<file path="src/rtl/frame_spi_tx_pkg.sv">
package frame_spi_tx_pkg;
  localparam int FRM_LEN_W = 16;
  localparam int HDR_BYTES = 3;
  localparam logic [7:0] SYNC_BYTE = 8'hAA;

  typedef enum logic {
    ST_IDLE = 1'b0,
    ST_SEND = 1'b1
  } seq_st_t;
endpackage

</file>
<file path="src/rtl/frame_spi_tx_clkgen.sv">
module frame_spi_tx_clkgen #(
  parameter int CLK_DIV = 2
) (
  input  logic clk,
  input  logic rst_n,
  input  logic run_i,
  output logic sclk_o,
  output logic rise_o,
  output logic fall_o
);
  localparam int CNT_W = (CLK_DIV > 0) ? $clog2(CLK_DIV + 1) : 1;
  localparam logic [CNT_W-1:0] CNT_LAST = CNT_W'(CLK_DIV);

  logic [CNT_W-1:0] hcnt_q, hcnt_d;
  logic             sclk_q, sclk_d;
  logic             tick;

  assign tick = run_i && (hcnt_q == CNT_LAST);

  always_comb begin
    hcnt_d = hcnt_q;
    sclk_d = sclk_q;
    if (!run_i) begin
      hcnt_d = '0;
      sclk_d = 1'b0;
    end else if (tick) begin
      hcnt_d = '0;
      sclk_d = ~sclk_q;
    end else begin
      hcnt_d = hcnt_q + 1'b1;
    end
  end

  always_ff @(posedge clk or negedge rst_n) begin
    if (!rst_n) begin
      hcnt_q <= '0;
      sclk_q <= 1'b0;
    end else begin
      hcnt_q <= hcnt_d;
      sclk_q <= sclk_d;
    end
  end

  assign sclk_o = sclk_q;
  assign rise_o = tick && !sclk_q;
  assign fall_o = tick && sclk_q;
endmodule

</file>
<file path="src/rtl/frame_spi_tx_shifter.sv">
module frame_spi_tx_shifter (
  input  logic       clk,
  input  logic       rst_n,
  input  logic       load_i,
  input  logic [7:0] load_byte_i,
  input  logic       fall_i,
  output logic       mosi_o,
  output logic       last_bit_o
);
  logic [7:0] sh_q, sh_d;
  logic [2:0] bcnt_q, bcnt_d;
  logic       sh_en;

  assign sh_en = load_i || (fall_i && (bcnt_q != 3'd7));

  always_comb begin
    sh_d   = sh_q;
    bcnt_d = bcnt_q;
    if (load_i) begin
      sh_d   = load_byte_i;
      bcnt_d = '0;
    end else if (fall_i && (bcnt_q != 3'd7)) begin
      sh_d   = {sh_q[6:0], 1'b0};
      bcnt_d = bcnt_q + 1'b1;
    end
  end

  always_ff @(posedge clk or negedge rst_n) begin
    if (!rst_n) begin
      sh_q   <= '0;
      bcnt_q <= '0;
    end else if (sh_en) begin
      sh_q   <= sh_d;
      bcnt_q <= bcnt_d;
    end
  end

  assign mosi_o     = sh_q[7];
  assign last_bit_o = (bcnt_q == 3'd7);
endmodule

</file>
<file path="src/rtl/frame_spi_tx_seq.sv">
module frame_spi_tx_seq
  import frame_spi_tx_pkg::*;
#(
  parameter int ADDR_W = 14
) (
  input  logic                 clk,
  input  logic                 rst_n,
  input  logic                 start_i,
  input  logic [FRM_LEN_W-1:0] len_i,
  input  logic                 fall_i,
  input  logic                 last_bit_i,
  output logic                 load_o,
  output logic [7:0]           load_byte_o,
  output logic                 busy_o,
  output logic                 done_o,
  output logic [ADDR_W-1:0]    buf_addr_o,
  output logic                 buf_rd_o,
  input  logic [7:0]           buf_data_i
);
  localparam int IDX_W = FRM_LEN_W + 1;

  seq_st_t              st_q, st_d;
  logic [FRM_LEN_W-1:0] len_q;
  logic [IDX_W-1:0]     idx_q, idx_d;
  logic [ADDR_W-1:0]    pa_q, pa_d;
  logic [ADDR_W-1:0]    addr_q;
  logic                 rd_q, rdv_q;
  logic [7:0]           pf_q;
  logic                 done_q;

  logic                 start_ok, byte_end, more, adv, fin, rd_req;
  logic [IDX_W-1:0]     nidx, total, load_idx;

  assign start_ok = start_i && (st_q == ST_IDLE);
  assign byte_end = (st_q == ST_SEND) && fall_i && last_bit_i;
  assign nidx     = idx_q + 1'b1;
  assign total    = {1'b0, len_q} + IDX_W'(HDR_BYTES);
  assign more     = nidx < total;
  assign adv      = byte_end && more;
  assign fin      = byte_end && !more;
  assign load_idx = start_ok ? '0 : nidx;
  assign load_o   = start_ok || adv;
  // prefetch the payload byte that follows the one being loaded
  assign rd_req   = load_o && (load_idx >= IDX_W'(2)) &&
                    ((load_idx - IDX_W'(2)) < {1'b0, len_q});

  always_comb begin
    if (start_ok)                  load_byte_o = SYNC_BYTE;
    else if (nidx == IDX_W'(1))    load_byte_o = len_q[15:8];
    else if (nidx == IDX_W'(2))    load_byte_o = len_q[7:0];
    else                           load_byte_o = pf_q;
  end

  always_comb begin
    st_d  = st_q;
    idx_d = idx_q;
    pa_d  = pa_q;
    if (start_ok) begin
      st_d  = ST_SEND;
      idx_d = '0;
      pa_d  = '0;
    end else begin
      if (fin) st_d = ST_IDLE;
      if (adv) idx_d = nidx;
      if (rd_req) pa_d = pa_q + 1'b1;
    end
  end

  always_ff @(posedge clk or negedge rst_n) begin
    if (!rst_n) begin
      st_q   <= ST_IDLE;
      idx_q  <= '0;
      pa_q   <= '0;
      rd_q   <= 1'b0;
      rdv_q  <= 1'b0;
      done_q <= 1'b0;
    end else begin
      st_q   <= st_d;
      idx_q  <= idx_d;
      pa_q   <= pa_d;
      rd_q   <= rd_req;
      rdv_q  <= rd_q;
      done_q <= fin;
    end
  end

  always_ff @(posedge clk or negedge rst_n) begin
    if (!rst_n) begin
      len_q  <= '0;
      addr_q <= '0;
      pf_q   <= '0;
    end else begin
      if (start_ok) len_q  <= len_i;
      if (rd_req)   addr_q <= pa_q;
      if (rdv_q)    pf_q   <= buf_data_i;
    end
  end

  assign busy_o     = (st_q == ST_SEND);
  assign done_o     = done_q;
  assign buf_addr_o = addr_q;
  assign buf_rd_o   = rd_q;
endmodule

</file>
<file path="src/rtl/frame_spi_tx.sv">
module frame_spi_tx
  import frame_spi_tx_pkg::*;
#(
  parameter int CLK_DIV = 2,
  parameter int ADDR_W  = 14
) (
  input  logic              clk,
  input  logic              rst_n,
  input  logic              start_i,
  input  logic [15:0]       len_i,
  output logic              busy_o,
  output logic              done_o,
  output logic [ADDR_W-1:0] buf_addr_o,
  output logic              buf_rd_o,
  input  logic [7:0]        buf_data_i,
  output logic              spi_sclk_o,
  output logic              spi_mosi_o,
  output logic              spi_cs_n_o
);
  logic       busy, rise, fall, load, last_bit;
  logic [7:0] load_byte;

  frame_spi_tx_seq #(.ADDR_W(ADDR_W)) i_seq (
    .clk         (clk),
    .rst_n       (rst_n),
    .start_i     (start_i),
    .len_i       (len_i),
    .fall_i      (fall),
    .last_bit_i  (last_bit),
    .load_o      (load),
    .load_byte_o (load_byte),
    .busy_o      (busy),
    .done_o      (done_o),
    .buf_addr_o  (buf_addr_o),
    .buf_rd_o    (buf_rd_o),
    .buf_data_i  (buf_data_i)
  );

  frame_spi_tx_clkgen #(.CLK_DIV(CLK_DIV)) i_clkgen (
    .clk    (clk),
    .rst_n  (rst_n),
    .run_i  (busy),
    .sclk_o (spi_sclk_o),
    .rise_o (rise),
    .fall_o (fall)
  );

  frame_spi_tx_shifter i_shifter (
    .clk         (clk),
    .rst_n       (rst_n),
    .load_i      (load),
    .load_byte_i (load_byte),
    .fall_i      (fall),
    .mosi_o      (spi_mosi_o),
    .last_bit_o  (last_bit)
  );

  logic unused_rise;
  assign unused_rise = rise;

  assign busy_o     = busy;
  assign spi_cs_n_o = ~busy;
endmodule

</file>
<file path="config.mk">
export PLATFORM = sky130hd
export DESIGN_NAME = frame_spi_tx
export DESIGN_NICKNAME = d
export VERILOG_FILES = /design/src/rtl/frame_spi_tx_pkg.sv /design/src/rtl/frame_spi_tx_clkgen.sv /design/src/rtl/frame_spi_tx_shifter.sv /design/src/rtl/frame_spi_tx_seq.sv /design/src/rtl/frame_spi_tx.sv
export SDC_FILE = /design/constraint.sdc
export NUM_CORES = 1
export LEC_CHECK = 0
export BUFFER_PORTS_ARGS = -buffer_cell sky130_fd_sc_hd__buf_2
export CORE_ASPECT_RATIO = 2
export CORE_UTILIZATION = 60
export DETAILED_ROUTE_END_ITERATION = 6
export GPL_TIMING_DRIVEN = 0
export PLACE_DENSITY = 0.8
export SYNTH_ARGS = -nofsm -noshare
export SYNTH_HDL_FRONTEND = slang
export SYNTH_SLANG_ARGS = --single-unit
</file>
<file path="constraint.sdc">
create_clock -name clk -period 14.3 [get_ports clk]
set_clock_uncertainty 0.15 [all_clocks]
set_input_delay 0.715 -clock clk [delete_from_list [all_inputs] [get_ports clk]]
set_output_delay 0.715 -clock clk [all_outputs]
set_load 0.005 [all_outputs]
</file>
== Word-level counts from Yosys, hierarchy flattened ==
Index checks and enable logic that the tools add are counted.
Word-level totals
  register bits: 87
  bits of input ports: 27
  output and inout port bits: 20
  logic and storage cells: 66
Operators by class
  $add $sub $neg: 6
  $lt $le $gt $ge: 3
  equal/unequal tests: 6
  multiplexer cells: 18
  bitwise logic cells: 2
  reductions and logical operators: 18
Operators by type and width (count)
  $mux 17: 3
  $mux 8: 5
  $mux 14: 2
  $add 16x2->17 const B: 1
  $add 17x1->17 const B: 1
  $eq 17x1->1 const B: 1
  $eq 17x2->1 const B: 1
  $ge 17x2->1 const B: 1
  $lt 17x16->1: 1
  $lt 17x17->1: 1
  $sub 17x2->17 const B: 1
  $add 14x1->14 const B: 1
  $logic_and 1x1->1: 10
  $reduce_bool 2->1: 4
  $mux 3: 2
  $mux 1: 4
  $mux 2: 2
  $add 3x1->3 const B: 1
  $eq 3x3->1 const B: 1
  $ne 3x3->1 const B: 1
  $add 2x1->2 const B: 1
  $eq 2x2->1 const B: 1
  $logic_or 1x1->1: 2
  $ne 2x1->1 const B: 1
  other kinds (3): 4

== Logic depth before layout (Yosys ltp) ==
  depth in word-level cells: 11
  depth in mapped cells: 20
  depth with buffers taken out: 17

== Hierarchy ==
From an unflattened synthesis, not the netlist that was laid out.
Unflattened totals
  cell total of the unflattened synthesis: 669
  area total of the unflattened synthesis: 6184.7 um^2
Modules (own cells, without submodules)
  frame_spi_tx_seq: instances 1, cells each 608, area an instance 5505.3 um^2, seq. area each 1826.8 um^2
  frame_spi_tx_shifter: instances 1, cells each 47, area an instance 530.5 um^2, seq. area each 275.3 um^2
  frame_spi_tx_clkgen: instances 1, cells each 13, area an instance 145.1 um^2, seq. area each 75.1 um^2
  frame_spi_tx: instances 1, cells each 1, area an instance 3.8 um^2, seq. area each 0.0 um^2

== Worst setup path before layout ==
Ideal clock, no wire load.
  path type: register -> register
  start point: register i_seq.idx_q[1]
  end point: register i_seq.addr_q[10] (netlist: i_seq.buf_addr_o[10])
  library setup time: 0.125 ns
  data arrival time: 4.506 ns
  required time: 14.025 ns
  path slack: 9.520 ns
  cell stages (with the launch flop): 19
  path buffers: 2
  period minus slack after synthesis: 4.780 ns
  path through: dfrtp_1 -> ha_1 -> buf_4 -> or3_1 -> a21oi_4 -> or4b_2 -> o21ai_0 -> xnor2_1 -> nand2_1 -> ha_1 -> a21o_1 -> nand3_1 -> a21oi_1 -> a2111oi_0 -> a21oi_1 -> a2111o_1 -> nor2_2 -> buf_4 -> mux2_2
On the way
  cells in the longest elaborated chain, start to end: 6
  elaborated cells on any way between the ends: 10
  those cells by class: add/sub: 2; order compare: 3; mux: 1; reduce/logical: 4
RTL lines
  start: declaration: line frame_spi_tx_seq.sv:24  | logic [IDX_W-1:0] idx_q, idx_d;
  start signal: assignment: line frame_spi_tx_seq.sv:79  | idx_q <= idx_d;
  $add 17x1->17 *: line frame_spi_tx_seq.sv:36  | assign nidx = idx_q + 1'b1;
  parallel branches: the longest is 4 deep, another holds $sub 17x2->17
  $logic_and 1x1->1 *: line frame_spi_tx_seq.sv:44  | assign rd_req = load_o && (load_idx >= IDX_W'(2)) &&
  named net i_seq.rd_req: line frame_spi_tx_seq.sv:31  | logic start_ok, byte_end, more, adv, fin, rd_req;
  end signal: assignment: line frame_spi_tx_seq.sv:94  | if (rd_req) addr_q <= pa_q;
  end: declaration: line frame_spi_tx_seq.sv:26  | logic [ADDR_W-1:0] addr_q;
Mark *: on every way through the listed nets, which the timed path passes.
A chain may end at the register's enable or synchronous reset.

== Worst setup path in the final report ==
  start point: register i_seq.st_q (netlist: i_seq.busy_o)
  end point: register i_seq.addr_q[8] (netlist: i_seq.buf_addr_o[8])
On the way
  cells in the longest elaborated chain, start to end: 8
  elaborated cells on any way between the ends: 14
  those cells by class: add/sub: 1; order compare: 2; mux: 1; bitwise: 1; reduce/logical: 9
RTL lines
  start: declaration: line frame_spi_tx_seq.sv:22  | seq_st_t st_q, st_d;
  start signal: assignment: line frame_spi_tx_seq.sv:78  | st_q <= st_d;
  parallel branches: the longest is 7 deep, another holds $sub 17x2->17
  $logic_and 1x1->1 *: line frame_spi_tx_seq.sv:44
  named net i_seq.rd_req: line frame_spi_tx_seq.sv:31
Marked as above.

==> flow_results.org <==
** Timing
- The total count of hold-check failures in the final report is 0.
- Based on the critical path, the design can be clocked at up to 173 MHz.
- The number of slew-limit violations in the final report came to 0.
- Setup violations remaining at the end of the flow were counted as 0.
- For the pin with the worst max-slew slack, the measured transition is 786 ps.
- Worst hold slack after final layout :: 88.5 ps
- Period minus WS final :: 5760 ps
- Setup repair after global routing left no endpoint under its margin.
- Setup slack closes at 8540 ps.
- Of the available clock period, the critical path in the final layout requires 0.403.
- Post-Route Setup TNS :: 0 ps
- Worst rel slew slack :: 0.476

** Die
- Width of the die :: 73.1 um
- The region available for standard cell placement spans 9760 um2.
- Cell row count :: 51
- For this configuration, the core starts out at a cell density of 0.621.
- Floorplan die height :: 144 um
- Total I/O pin count :: 47
- The die covers 10,500 um2.

** Detailed routing
- DRC violation count after routing :: 0
- After the first detailed-routing iteration, the DRC count stood at 341.
- The detail route stage leaves a number of antenna-violating nets equal to 0.
- In the final routed layout, each cell accounts on average for 20.0 um.
- Drt total wl :: 17,300 um
- The first detailed-routing pass ran for 5 iterations.
- Number of vias per cell :: 6.32
- Overall via count from detail_route :: 5,457

** Place
- Count of buffers inserted at the top-level ports :: 46
- At the end of routability-driven placement, the weighted congestion stood at 0.947.
- Half-perimeter wire length after placement :: 13,400 um
- Number of cells after detailed placement :: 847
- The placed instances occupy a cell area of 6490 um2.
- Prior to clock tree synthesis, the placed netlist has a worst setup slack of 8370 ps.

** Worst hold path
- Type of the tightest min-delay check :: in2async

** Synth
- Yosys printed 0 warnings.
- Post-synthesis area per instance :: 9.08 um2
- Counting flops with a built-in enable in the synthesized netlist gives 0.
- Primary FF master, synth :: dfrtp_1
- Synthesis inferred 87 register bits.
- Post-Syn Instances :: 668
- Sequential-to-total area share from yosys stat :: 0.359
- After synthesis, the netlist uses 71 different library cells.
- Yosys attributes the largest share of cell area to dfrtp_1, ha_1, xnor2_1.
- Summed over all instances, the cell type with the most area after synthesis is dfrtp_1.
- The share of synthesized area in the top cell type comes to 0.359.
- Fraction of registers with async set/reset :: 1.00
- Summing every instance area after synthesis gives 6060 um2.
- Net Count, Synth :: 734

** Cells and area
- Top library cells by usage in the layout, fill and taps aside :: dfrtp_1, nand2_1, a21oi_1, nor2_1, buf_2
- The count of cells in the finished layout, fillers not included, comes to 863.
- Of the cells placed in the final design, the portion with a size suffix greater than 1 is 0.175.
- Leaving out fill and tap cells, the most frequent cell in the layout is dfrtp_1.
- Final instance area :: 6800 um2
- From synthesis to final layout, the design area changed by 12.2%.
- At the end of the flow the core is filled with cells to 0.697.
- Antenna cell count :: 0
- Filler cell count in the final layout :: 781
- Final Net Count :: 792

** CTS
- TritonCTS built the clock tree.
- The tree is rooted in a clkbuf_16.
- The H-tree was split into 3 levels.
- Buffers added to address setup during post-CTS repair amount to 0.
- No sink is reached through more buffers than the 2 on the longest clock path.
- Once the clock tree was built, the resizer swapped 0 gates to a different size.
- Count of hold-fix buffers inserted at cts :: 0
- Clock slew at reported path FFs :: 70 ps
- For this design, the sink count on the clock tree is 87.
- At the later pin of the worst-skew pair, clock insertion delay measures 350 ps.
- Counting the buffers created by CTS gives 9.

** Power and ir drop
- For this design the static power due to leakage is 3.11 nW.
- Power spread over the standard cell area amounts to 108 nW/um2.
- Total power draw :: 0.733 mW
- Max rail drop VDD :: 0.0934 mV

** Worst setup path
- Worst-path maximum fanout :: 10
- The worst setup path is launched from a flip-flop.
- Required arrival time at the worst endpoint :: 14,380 ps
- By startpoint and endpoint, the worst setup path is classified as reg2reg.
- Data arrives at the worst endpoint at 5840 ps.
- The worst setup path is captured at a flip-flop.

** GRT
- First-pass GRT wire length :: 27,400 um
- Entering global routing, the biggest net connects 72 pins.
- The via count of the first global-routing pass was 5,732.
- The number of antenna violations at the first check in global routing came to 0.
- In the global route stage, overall resource usage came out at 0.351.
- GR Overflow Total :: 0

** Run
- Across the run, the number of max-cap violations was 0.

** Outcome
- Status :: finished clean
[final cells by class]
class,count,area [um2],share of cell area
well taps,132,165,0.0243
repair buffers,47,260,0.0382
inverters,27,101,0.0149
clock inverters,6,76.3,0.0112
multi-input cells,512,3570,0.525
plain buffers,42,214,0.0314
flip-flops and latches,87,2180,0.320
clock buffers,10,239,0.0351
[layer usage]
| layer | GRT usage | up-vias | wire [um] |
|---|---|---|---|
| met4 | 0.331 | 0 | 1600 |
| li1 | - | 2490 | - |
| met3 | 0.0453 | 93 | 785 |
| met1 | 0.331 | 2607 | 5690 |
| met2 | 0.628 | 267 | 9230 |
| met5 | 0 | - | 0 |
[final timing paths]
path / start / end / slack [ps] / cells past startpoint
setup / recovery: i_seq.busy_o$_DFFE_PN0P_ / i_seq.buf_addr_o[8]$_DFFE_PN0P_ / 8540 / 19
hold / removal: rst_n / i_seq.idx_q[3]$_DFFE_PN0N_ / 90 / 1
setup reg to reg: i_seq.busy_o$_DFFE_PN0P_ / i_seq.buf_addr_o[8]$_DFFE_PN0P_ / 8540 / 19
hold reg to reg: i_seq.buf_rd_o$_DFF_PN0_ / i_seq.rdv_q$_DFF_PN0_ / 230 / 0
max in group asynchronous: rst_n / i_seq.busy_o$_DFFE_PN0P_ / 13280 / 2
min in group clk: i_seq.buf_rd_o$_DFF_PN0_ / i_seq.rdv_q$_DFF_PN0_ / 230 / 0
[sequential cells by signal, indices dropped and copies added, names as in the netlist, 2 cells and up]
name / flops
i_shifter.sh_q: 8
i_shifter.bcnt_q: 3
i_seq.pf_q: 8
i_seq.idx_q: 17
i_seq.len_q: 16
i_seq.buf_addr_o: 14
i_clkgen.hcnt_q: 2
i_seq.pa_q: 14
[worst max-delay path, stage by stage, from the launching register on]
cell       delay [ps]
dfrtp_1           430
nand2b_1          350
clkbuf_1          320
clkbuf_1          330
nand2_1           140
ha_1              150
clkbuf_1          370
inv_1             100
a221oi_2          240
nand2_1           250
xor2_1            230
ha_1              300
nand4_1           140
a21oi_1            80
a2111oi_0         380
a21oi_1           140
a2111o_1          590
nor2_2            340
buf_4             260
mux2_2            350
[where the power goes]
group          internal [mW]  leakage (nW)  switching (mW)
registers              0.264          1.12          0.0150
clock network          0.143         0.149           0.108
logic                 0.0796          1.84           0.123
[synth_stat cells (3+ instances only)]
master / count
inv_1: 26
dfrtp_1: 87
or2_2: 4
xnor2_1: 38
xor2_1: 17
nand2b_1: 5
a211oi_1: 3
nor4_1: 5
o21ai_0: 30
nand3_1: 22
or3_1: 7
nor3b_1: 4
or4_1: 11
a31oi_1: 3
nor2b_1: 3
and2_1: 4
a21o_1: 5
a21oi_1: 52
buf_4: 7
buf_2: 6
buf_6: 3
nor3_1: 11
a2bb2oi_1: 6
nand2_1: 66
mux2_2: 22
mux2i_1: 11
and3_1: 11
clkbuf_1: 24
nor2_1: 52
nand4_1: 16
and4_1: 5
o22ai_1: 3
ha_1: 39
o21a_1: 4
o31ai_1: 12
[cells by family (layout without fill, tap and decap cells)]
group	Yosys count	count (layout)	share of synthesized area
DFF	87	87	0.359
muxes	33	33	0.0590
xor gates and xnor gates	56	56	0.0821
and+or+nand+nor	242	242	0.215
AOI/OAI and AO/OA	142	142	0.152
adders and majority gates	39	39	0.0805
buffers and inverters	69	132	0.0520
No activity file was read; power rests on OpenSTA's default activity.
